`config.mk`:
```
export PLATFORM = sky130hd
export DESIGN_NAME = tcore_top
export DESIGN_NICKNAME = d
export VERILOG_FILES = /design/src/rtl/tcore_pkg.sv /design/src/rtl/tcore_alu.sv /design/src/rtl/tcore_regfile.sv /design/src/rtl/tcore_branch.sv /design/src/rtl/tcore_top.sv
export SDC_FILE = /design/constraint.sdc
export NUM_CORES = 1
export LEC_CHECK = 0
export ABC_AREA = 1
export BUFFER_PORTS_ARGS = -buffer_cell sky130_fd_sc_hd__buf_2
export CAP_MARGIN = 20
export CORE_MARGIN = 2
export CORE_UTILIZATION = 55
export CTS_BUF_LIST = sky130_fd_sc_hd__clkbuf_16
export CTS_CLUSTER_SIZE = 16
export DETAILED_ROUTE_END_ITERATION = 8
export PLACE_DENSITY = 0.8
export RECOVER_POWER = 50
export SYNTH_ARGS = -nofsm -noshare
export SYNTH_HDL_FRONTEND = slang
export SYNTH_SLANG_ARGS = --single-unit
export TNS_END_PERCENT = 20
```
`constraint.sdc`:
```
create_clock -name clk_i -period 4.9 [get_ports clk_i]
set_input_delay 0.245 -clock clk_i [delete_from_list [all_inputs] [get_ports clk_i]]
set_output_delay 0.245 -clock clk_i [all_outputs]
set_load 0.005 [all_outputs]
```
`src/rtl/tcore_pkg.sv`:
```
package tcore_pkg;
  localparam int PC_W   = 11;
  localparam int DATA_W = 16;
  localparam int INSN_W = 32;
  localparam int NREG   = 4;
  localparam int RIDX_W = $clog2(NREG);
  localparam int PAD_W  = INSN_W - PC_W - DATA_W;

  localparam logic [3:0] OP_DELAY  = 4'd4;
  localparam logic [3:0] OP_STORE  = 4'd6;
  localparam logic [3:0] OP_ALU    = 4'd7;
  localparam logic [3:0] OP_BRANCH = 4'd8;
  localparam logic [3:0] OP_END    = 4'd9;
  localparam logic [3:0] OP_HALT   = 4'd11;
  localparam logic [3:0] OP_LOAD   = 4'd13;

  typedef enum logic [3:0] {
    ALU_ADD = 4'd0, ALU_SUB = 4'd1, ALU_AND = 4'd2, ALU_OR = 4'd3,
    ALU_MOV = 4'd4, ALU_LSH = 4'd5, ALU_RSH = 4'd6
  } alu_op_e;

  typedef enum logic [1:0] {ST_FETCH, ST_EXEC, ST_WAIT, ST_HALT} state_e;
endpackage

```
`src/rtl/tcore_alu.sv`:
```
module tcore_alu
  import tcore_pkg::*;
(
  input  alu_op_e           op_i,
  input  logic [DATA_W-1:0] a_i,
  input  logic [DATA_W-1:0] b_i,
  output logic [DATA_W-1:0] res_o,
  output logic              ovf_o,
  output logic              valid_o
);
  logic [DATA_W:0] sum, dif;

  always_comb begin
    sum     = {1'b0, a_i} + {1'b0, b_i};
    dif     = {1'b0, a_i} - {1'b0, b_i};
    res_o   = '0;
    ovf_o   = 1'b0;
    valid_o = 1'b1;
    unique case (op_i)
      ALU_ADD: begin res_o = sum[DATA_W-1:0]; ovf_o = sum[DATA_W]; end
      ALU_SUB: begin res_o = dif[DATA_W-1:0]; ovf_o = dif[DATA_W]; end
      ALU_AND: res_o = a_i & b_i;
      ALU_OR:  res_o = a_i | b_i;
      ALU_MOV: res_o = b_i;
      ALU_LSH: res_o = a_i << b_i;
      ALU_RSH: res_o = a_i >> b_i;
      default: valid_o = 1'b0;
    endcase
  end
endmodule

```
`src/rtl/tcore_regfile.sv`:
```
module tcore_regfile
  import tcore_pkg::*;
(
  input  logic                        clk_i,
  input  logic                        rst_ni,
  input  logic                        we_i,
  input  logic [RIDX_W-1:0]           waddr_i,
  input  logic [DATA_W-1:0]           wdata_i,
  output logic [NREG-1:0][DATA_W-1:0] regs_o
);
  for (genvar g = 0; g < NREG; g++) begin : g_reg
    always_ff @(posedge clk_i or negedge rst_ni) begin
      if (!rst_ni)                                 regs_o[g] <= '0;
      else if (we_i && waddr_i == RIDX_W'(g))      regs_o[g] <= wdata_i;
    end
  end
endmodule

```
`src/rtl/tcore_branch.sv`:
```
module tcore_branch
  import tcore_pkg::*;
(
  input  logic [INSN_W-1:0] ir_i,
  input  logic [PC_W-1:0]   pc_i,
  input  logic [DATA_W-1:0] r0_i,
  input  logic [PC_W-1:0]   rd_i,
  input  logic              zf_i,
  input  logic              of_i,
  output logic              taken_o,
  output logic [PC_W-1:0]   target_o
);
  logic [DATA_W-1:0] imm;
  logic [PC_W-1:0]   mag;
  logic              cond;

  always_comb begin
    imm      = ir_i[15:0];
    mag      = PC_W'(ir_i[23:17]);
    taken_o  = 1'b0;
    target_o = pc_i;
    cond     = ir_i[16] ? (r0_i >= imm) : (r0_i < imm);
    if (ir_i[31:28] == OP_BRANCH) begin
      unique case (ir_i[27:25])
        3'd0: begin
          target_o = ir_i[21] ? rd_i : ir_i[12:2];
          unique case (ir_i[24:22])
            3'd0:    taken_o = 1'b1;
            3'd1:    taken_o = zf_i;
            3'd2:    taken_o = of_i;
            default: taken_o = 1'b0;
          endcase
        end
        3'd1: begin
          target_o = ir_i[24] ? pc_i - mag : pc_i + mag;
          taken_o  = cond;
        end
        default: taken_o = 1'b0;
      endcase
    end
  end
endmodule

```
`src/rtl/tcore_top.sv`:
```
module tcore_top
  import tcore_pkg::*;
(
  input  logic              clk_i,
  input  logic              rst_ni,
  output logic [PC_W-1:0]   mem_addr_o,
  output logic              mem_we_o,
  output logic [INSN_W-1:0] mem_wdata_o,
  input  logic [INSN_W-1:0] mem_rdata_i,
  output logic              halted_o,
  output logic              wake_o
);
  state_e                      state_q;
  logic [PC_W-1:0]             pc_q;
  logic [INSN_W-1:0]           ir_q;
  logic [DATA_W-1:0]           dly_q;
  logic                        zf_q, of_q, wake_q;

  logic [NREG-1:0][DATA_W-1:0] regs;
  logic [3:0]                  op;
  logic [2:0]                  sub;
  logic [RIDX_W-1:0]           dreg, sreg, treg;
  logic [DATA_W-1:0]           rs, rt, rd, opb, alu_res, rf_wdata;
  logic                        alu_ovf, alu_valid, alu_go, rf_we, exec, is_mem;
  logic                        br_taken;
  logic [PC_W-1:0]             br_target, data_addr, pc_inc;
  alu_op_e                     alu_op;

  assign op     = ir_q[31:28];
  assign sub    = ir_q[27:25];
  assign dreg   = ir_q[1:0];
  assign sreg   = ir_q[3:2];
  assign treg   = ir_q[5:4];
  assign alu_op = alu_op_e'(ir_q[24:21]);
  assign rs     = regs[sreg];
  assign rt     = regs[treg];
  assign rd     = regs[dreg];
  assign exec   = (state_q == ST_EXEC);
  assign pc_inc = pc_q + 1'b1;

  // register-form move copies sreg; immediate-form move copies the immediate
  assign opb = sub[0] ? ir_q[19:4] : ((alu_op == ALU_MOV) ? rs : rt);

  tcore_alu i_alu (
    .op_i(alu_op), .a_i(rs), .b_i(opb),
    .res_o(alu_res), .ovf_o(alu_ovf), .valid_o(alu_valid)
  );

  tcore_branch i_branch (
    .ir_i(ir_q), .pc_i(pc_q), .r0_i(regs[0]), .rd_i(rd[PC_W-1:0]),
    .zf_i(zf_q), .of_i(of_q), .taken_o(br_taken), .target_o(br_target)
  );

  assign alu_go   = exec && op == OP_ALU && sub[2:1] == 2'b00 && alu_valid;
  assign rf_we    = alu_go || (exec && op == OP_LOAD);
  assign rf_wdata = alu_go ? alu_res : mem_rdata_i[DATA_W-1:0];

  tcore_regfile i_regfile (
    .clk_i, .rst_ni, .we_i(rf_we), .waddr_i(dreg), .wdata_i(rf_wdata), .regs_o(regs)
  );

  assign data_addr   = rs[PC_W-1:0] + ir_q[20:10];
  assign is_mem      = exec && (op == OP_LOAD || op == OP_STORE);
  assign mem_addr_o  = is_mem ? data_addr : pc_q;
  assign mem_we_o    = exec && op == OP_STORE;
  assign mem_wdata_o = {{PAD_W{1'b0}}, pc_q, rd};
  assign halted_o    = (state_q == ST_HALT);
  assign wake_o      = wake_q;

  always_ff @(posedge clk_i or negedge rst_ni) begin
    if (!rst_ni) begin
      state_q <= ST_FETCH;
      pc_q    <= '0;
      ir_q    <= '0;
      dly_q   <= '0;
      zf_q    <= 1'b0;
      of_q    <= 1'b0;
      wake_q  <= 1'b0;
    end else begin
      wake_q <= exec && op == OP_END && sub == 3'd0 && ir_q[0];
      if (alu_go) begin
        zf_q <= (alu_res == '0);
        of_q <= alu_ovf;
      end
      unique case (state_q)
        ST_FETCH: begin
          ir_q    <= mem_rdata_i;
          state_q <= ST_EXEC;
        end
        ST_EXEC: begin
          if (op == OP_HALT) begin
            state_q <= ST_HALT;
          end else if (op == OP_DELAY) begin
            pc_q  <= pc_inc;
            dly_q <= ir_q[DATA_W-1:0];
            state_q <= (ir_q[DATA_W-1:0] != '0) ? ST_WAIT : ST_FETCH;
          end else begin
            pc_q    <= br_taken ? br_target : pc_inc;
            state_q <= ST_FETCH;
          end
        end
        ST_WAIT: begin
          dly_q <= dly_q - 1'b1;
          if (dly_q == DATA_W'(1)) state_q <= ST_FETCH;
        end
        default: state_q <= ST_HALT;
      endcase
    end
  end
endmodule

```
==> metrics.sh <==
STATUS='finished, violations left'
VIOLATED_CHECKS='capacitance limit, slew limit'
MAX_CAP_VIOLATIONS=3
WORST_PIN_SLEW_NS=2.73
YOSYS_WARNINGS=0
YOSYS_MOST_USED_DFF='sky130_fd_sc_hd__dfrtp_1'
DR.FIRST_ITER.DRC_COUNT=2313
SYNTH_SEQUENTIAL_AREA_RATIO_PCT=24.6
SYNTH_EDF_COUNT=0
DRT-WIRELENGTH-PER-CELL_UM=21.6
CORE_AREA_SQ_UM=23300
GRT_USE_TOTAL_PCT=42.0
HOLD_VIOLATIONS=0
CELL_TYPE_GROUP_WITH_THE_LARGEST_TOTAL_DELAY_ON_THE_CRITICAL_PATH='simple AND/OR/NAND/NOR gates'
H_TREE_DEPTH_REPORTED_BY_CTS=4
PATH_MAX_FANOUT=21
WHS_PATH_DEPTH=3
CTS_ROOT_BUFFER='sky130_fd_sc_hd__clkbuf_16'
CRITICAL_PATH.N_BUFFERS_INVERTERS=3
CLK_PIN_SLEW_NS=0.07
YS_TOP_CELLS_BY_AREA='sky130_fd_sc_hd__dfrtp_1 25%, sky130_fd_sc_hd__nand2_1 15%, sky130_fd_sc_hd__ha_1 9.4%'
CRITICAL_PATH.STARTPOINT='ir_q[2]$_DFFE_PN0P_'
WORSTSKEWPAIRLATENCY_NS=0.44
PORTBUFFERS=74
GP_ROUTABILITY_CONGESTION=1.00
SYNTH.FF_LATCH_COUNT=128
CRITICAL_PATH.REG2REG.ENDPOINT='i_regfile.regs_o[30]$_DFFE_PN0P_'
GRT_PASS1_WL_UM=79300
CTS_MADE_BUFFERS=17
TIMING_MAX_TRANSITION_VIOLATIONS_FINAL=159
TIMING.CLOCK.SKEW_NS=0.0156
SETUP.REG_TO_REG.WORST_SLACK_NS=0.22
VIA_PER_INST=6.26
ROUTED_WL_UM=51900
SYNTH_TOP_AREA_SHARE_PCT=24.6
FINAL.PERIOD_UTILIZATION_PCT=95.4
PERIOD_NEEDED_NS=4.68
CPMOSTUSEDCELL='sky130_fd_sc_hd__nand2_1'
CTS_MAX_PATH_BUFFERS=2
TIMING.RR.START='ir_q[2]$_DFFE_PN0P_'
GRT_ANTENNA_BEFORE_REPAIR=1
HP-START='mem_rdata_i[31]'
SETUP.WORST_PATH.CLASS='register to register'
INSERTEDDIODECOUNT=0
HOLD_CLASS='input pin to register'
SYNTHARSTFLOPSHARE_PCT=100
HOLDPATHEND='ir_q[31]$_DFFE_PN0P_'
DIE_WIDTH_UM=158
MAPPEDNETLISTAREA_SQ_UM=13000
NUMBER_OF_SETUP_VIOLATIONS_IN_THE_FINAL_REPORT=0
SETUP_TNS_NS=0
CLOCK_SINKS=128
HIGHEST_CLOCK_RATE_GHz=0.214
FIRST_PASS_ITERS=8
WORST-ENDPOINT-ARRIVAL_NS=4.98
DRC=0
SLEW-LIMIT-HEADROOM_PCT=-81.8
CRITPATHREQUIREDTIME_NS=5.20
HPWLAFTERDP_UM=39500
GRT_START_MAX_NET_PINS=66
RSZ_0062_RAISED_AFTER_GLOBAL_ROUTING='false'
DRIVE_GT1_SHARE_PCT=9.60
SYNTHMOSTINSTANTIATEDCELL='sky130_fd_sc_hd__nand2_1'
DIE_OUTLINE_AREA_SQ_UM=24900
CTS_TREE='yes'
FIN_NETS=2207
AREA.GROWTH.SYNTH_TO_FINAL_PCT=10.8
SYN_AREA_PER_CELL_SQ_UM=6.45
CRIT_PATH_MAX_INCR_DELAY_NS=0.48
SYNTH_TOP_CELL_BY_AREA='sky130_fd_sc_hd__dfrtp_1'
ANT_NETS=0
START_KIND='register'
WORSTPATHCELLLIST='inv_4, buf_4, nand2_1, nand3_1, nand2_1, inv_1, nand2_1, nand3_1, nand2_1, ha_1, nor4_2, nand4_1, nand3_1, nand2_1, a21oi_1, nand3_1, nand2_1, nand2_1, nand3_1, nand3_1, mux2i_1, o21ai_1'
ROUTE.VIAS.TOTAL=15000
PLACEMENT_ROWS=56
YS_TOP_CELLS_BY_COUNT='532 x sky130_fd_sc_hd__nand2_1, 231 x sky130_fd_sc_hd__nand3_1, 192 x sky130_fd_sc_hd__inv_1'
CRITPATHCAPTURETYPE='register'
MAPPED_CELLS=2018
YS_TYPES=58
NUMBER_OF_GLOBAL_ROUTE_VIAS_BEFORE_REPAIR=13900
SLOWEST_STAGE='sky130_fd_sc_hd__dfrtp_1'
GRT-OVFL-TOTAL=0
FLOORPLAN.DIE.HEIGHT_UM=158
BOUNDARYPINS=80
STARTING_DENSITY_OF_THE_CORE_PCT=55.8
WORST_R2R_PATH_DEPTH=22
-- sequential cells by signal, indices dropped and copies added, names as in the netlist --
register / cells
i_regfile.regs_o: 64
ir_q: 32
dly_q: 16
pc_q: 11
state_q: 2
of_q: 1
wake_o: 1
zf_q: 1
-- final cells by class --
cell class	count	area [sq um]
well taps	319	399
repair buffers	132	872
fillers	2229	8910
clock buffers	17	425
clock inverters	15	190
flip-flops and latches	128	3200
inverters	205	774
multi-input cells	1587	8560
-- layer usage --
layer  part of all wire [%]  vias to the layer above  track usage, %  wire, um
li1                       -                     6916               -         -
met1                     41                     6964            56.9     21500
met2                     43                      988            62.5     22100
met3                     10                      179            8.87      5370
met4                    5.7                        0            22.5      2960
met5                      0                        -               0         0
-- timing repair --
action	in CTS	in global routing
endpoints found under the hold margin	16	0
hold buffers	1	0
resized for setup	0	5
setup buffers	0	1
setup endpoints to repair	0	17
-- cell usage in the layout, fill, tap and decap left out, drive strengths merged, types with 2 or more instances in the layout --
cell type and instances:
nor2 151, or2 3, nor4 10, o21ai 221, xnor2 3, o211ai 26
o21bai 2, nand2 538, a211oi 8, nand4 35, o31ai 4, and2 2
o2111ai 3, a21o 4, o22ai 9, bufinv 2, mux2 4, nand3 236
a31oi 7, o221ai 10, a2111oi 5, a22oi 17, conb 5, dfrtp 128
fa 4, a221oi 8, clkbuf 28, nor3 22, o21a 4, xor2 32
clkinv 6, a311oi 3, ha 98, inv 211, a21oi 104, buf 120
-- worst max-delay path by stage --
stage,end,slack (ns),cells past startpoint
floorplan,zf_q$_DFFE_PN0P_,1.04,27
global placement,i_regfile.regs_o[30]$_DFFE_PN0P_,0.30,22
detailed placement,i_regfile.regs_o[14]$_DFFE_PN0P_,0.26,22
CTS,i_regfile.regs_o[14]$_DFFE_PN0P_,0.21,22
global route,i_regfile.regs_o[29]$_DFFE_PN0P_,0.007,21
finish,i_regfile.regs_o[30]$_DFFE_PN0P_,0.22,22
-- stage by stage --
step / instances / area [sq um] / hold WS, ns / setup slack, ns / utilization (%)
floorplan: 2022 / 13000 / -0.0506 / 1.04 / -
global placement: 2363 / 13700 / 0.120 / 0.305 / 58.6
detailed placement: 2364 / 13700 / 0.130 / 0.262 / 58.7
CTS: 2397 / 14300 / 0.0279 / 0.205 / 61.4
global route: 2403 / 14400 / 0.0421 / 0.00717 / 61.8
finish: 2403 / 14400 / 0.0256 / 0.224 / 61.8
-- cell families after synthesis --
kind of cell	synth area share, %
and+or+nand+nor	32.8
muxes	0.423
buffers and inverters	9.99
AOI/OAI and AO/OA	19.8
xor gates and xnor gates	2.35
adders and majority gates	10.0
DFF	24.6
other	0.0288
-- worst min-delay path: cells and delay by family --
family | cells | cell delay (ns)
AOI/OAI and AO/OA | 1 | 0.05
buffers and inverters | 1 | 0.08
and+or+nand+nor | 1 | 0.04
Power is left out: the tool's default activity adds up to more than one toggle a clock period on the data nets, which glitch-free logic cannot reach.
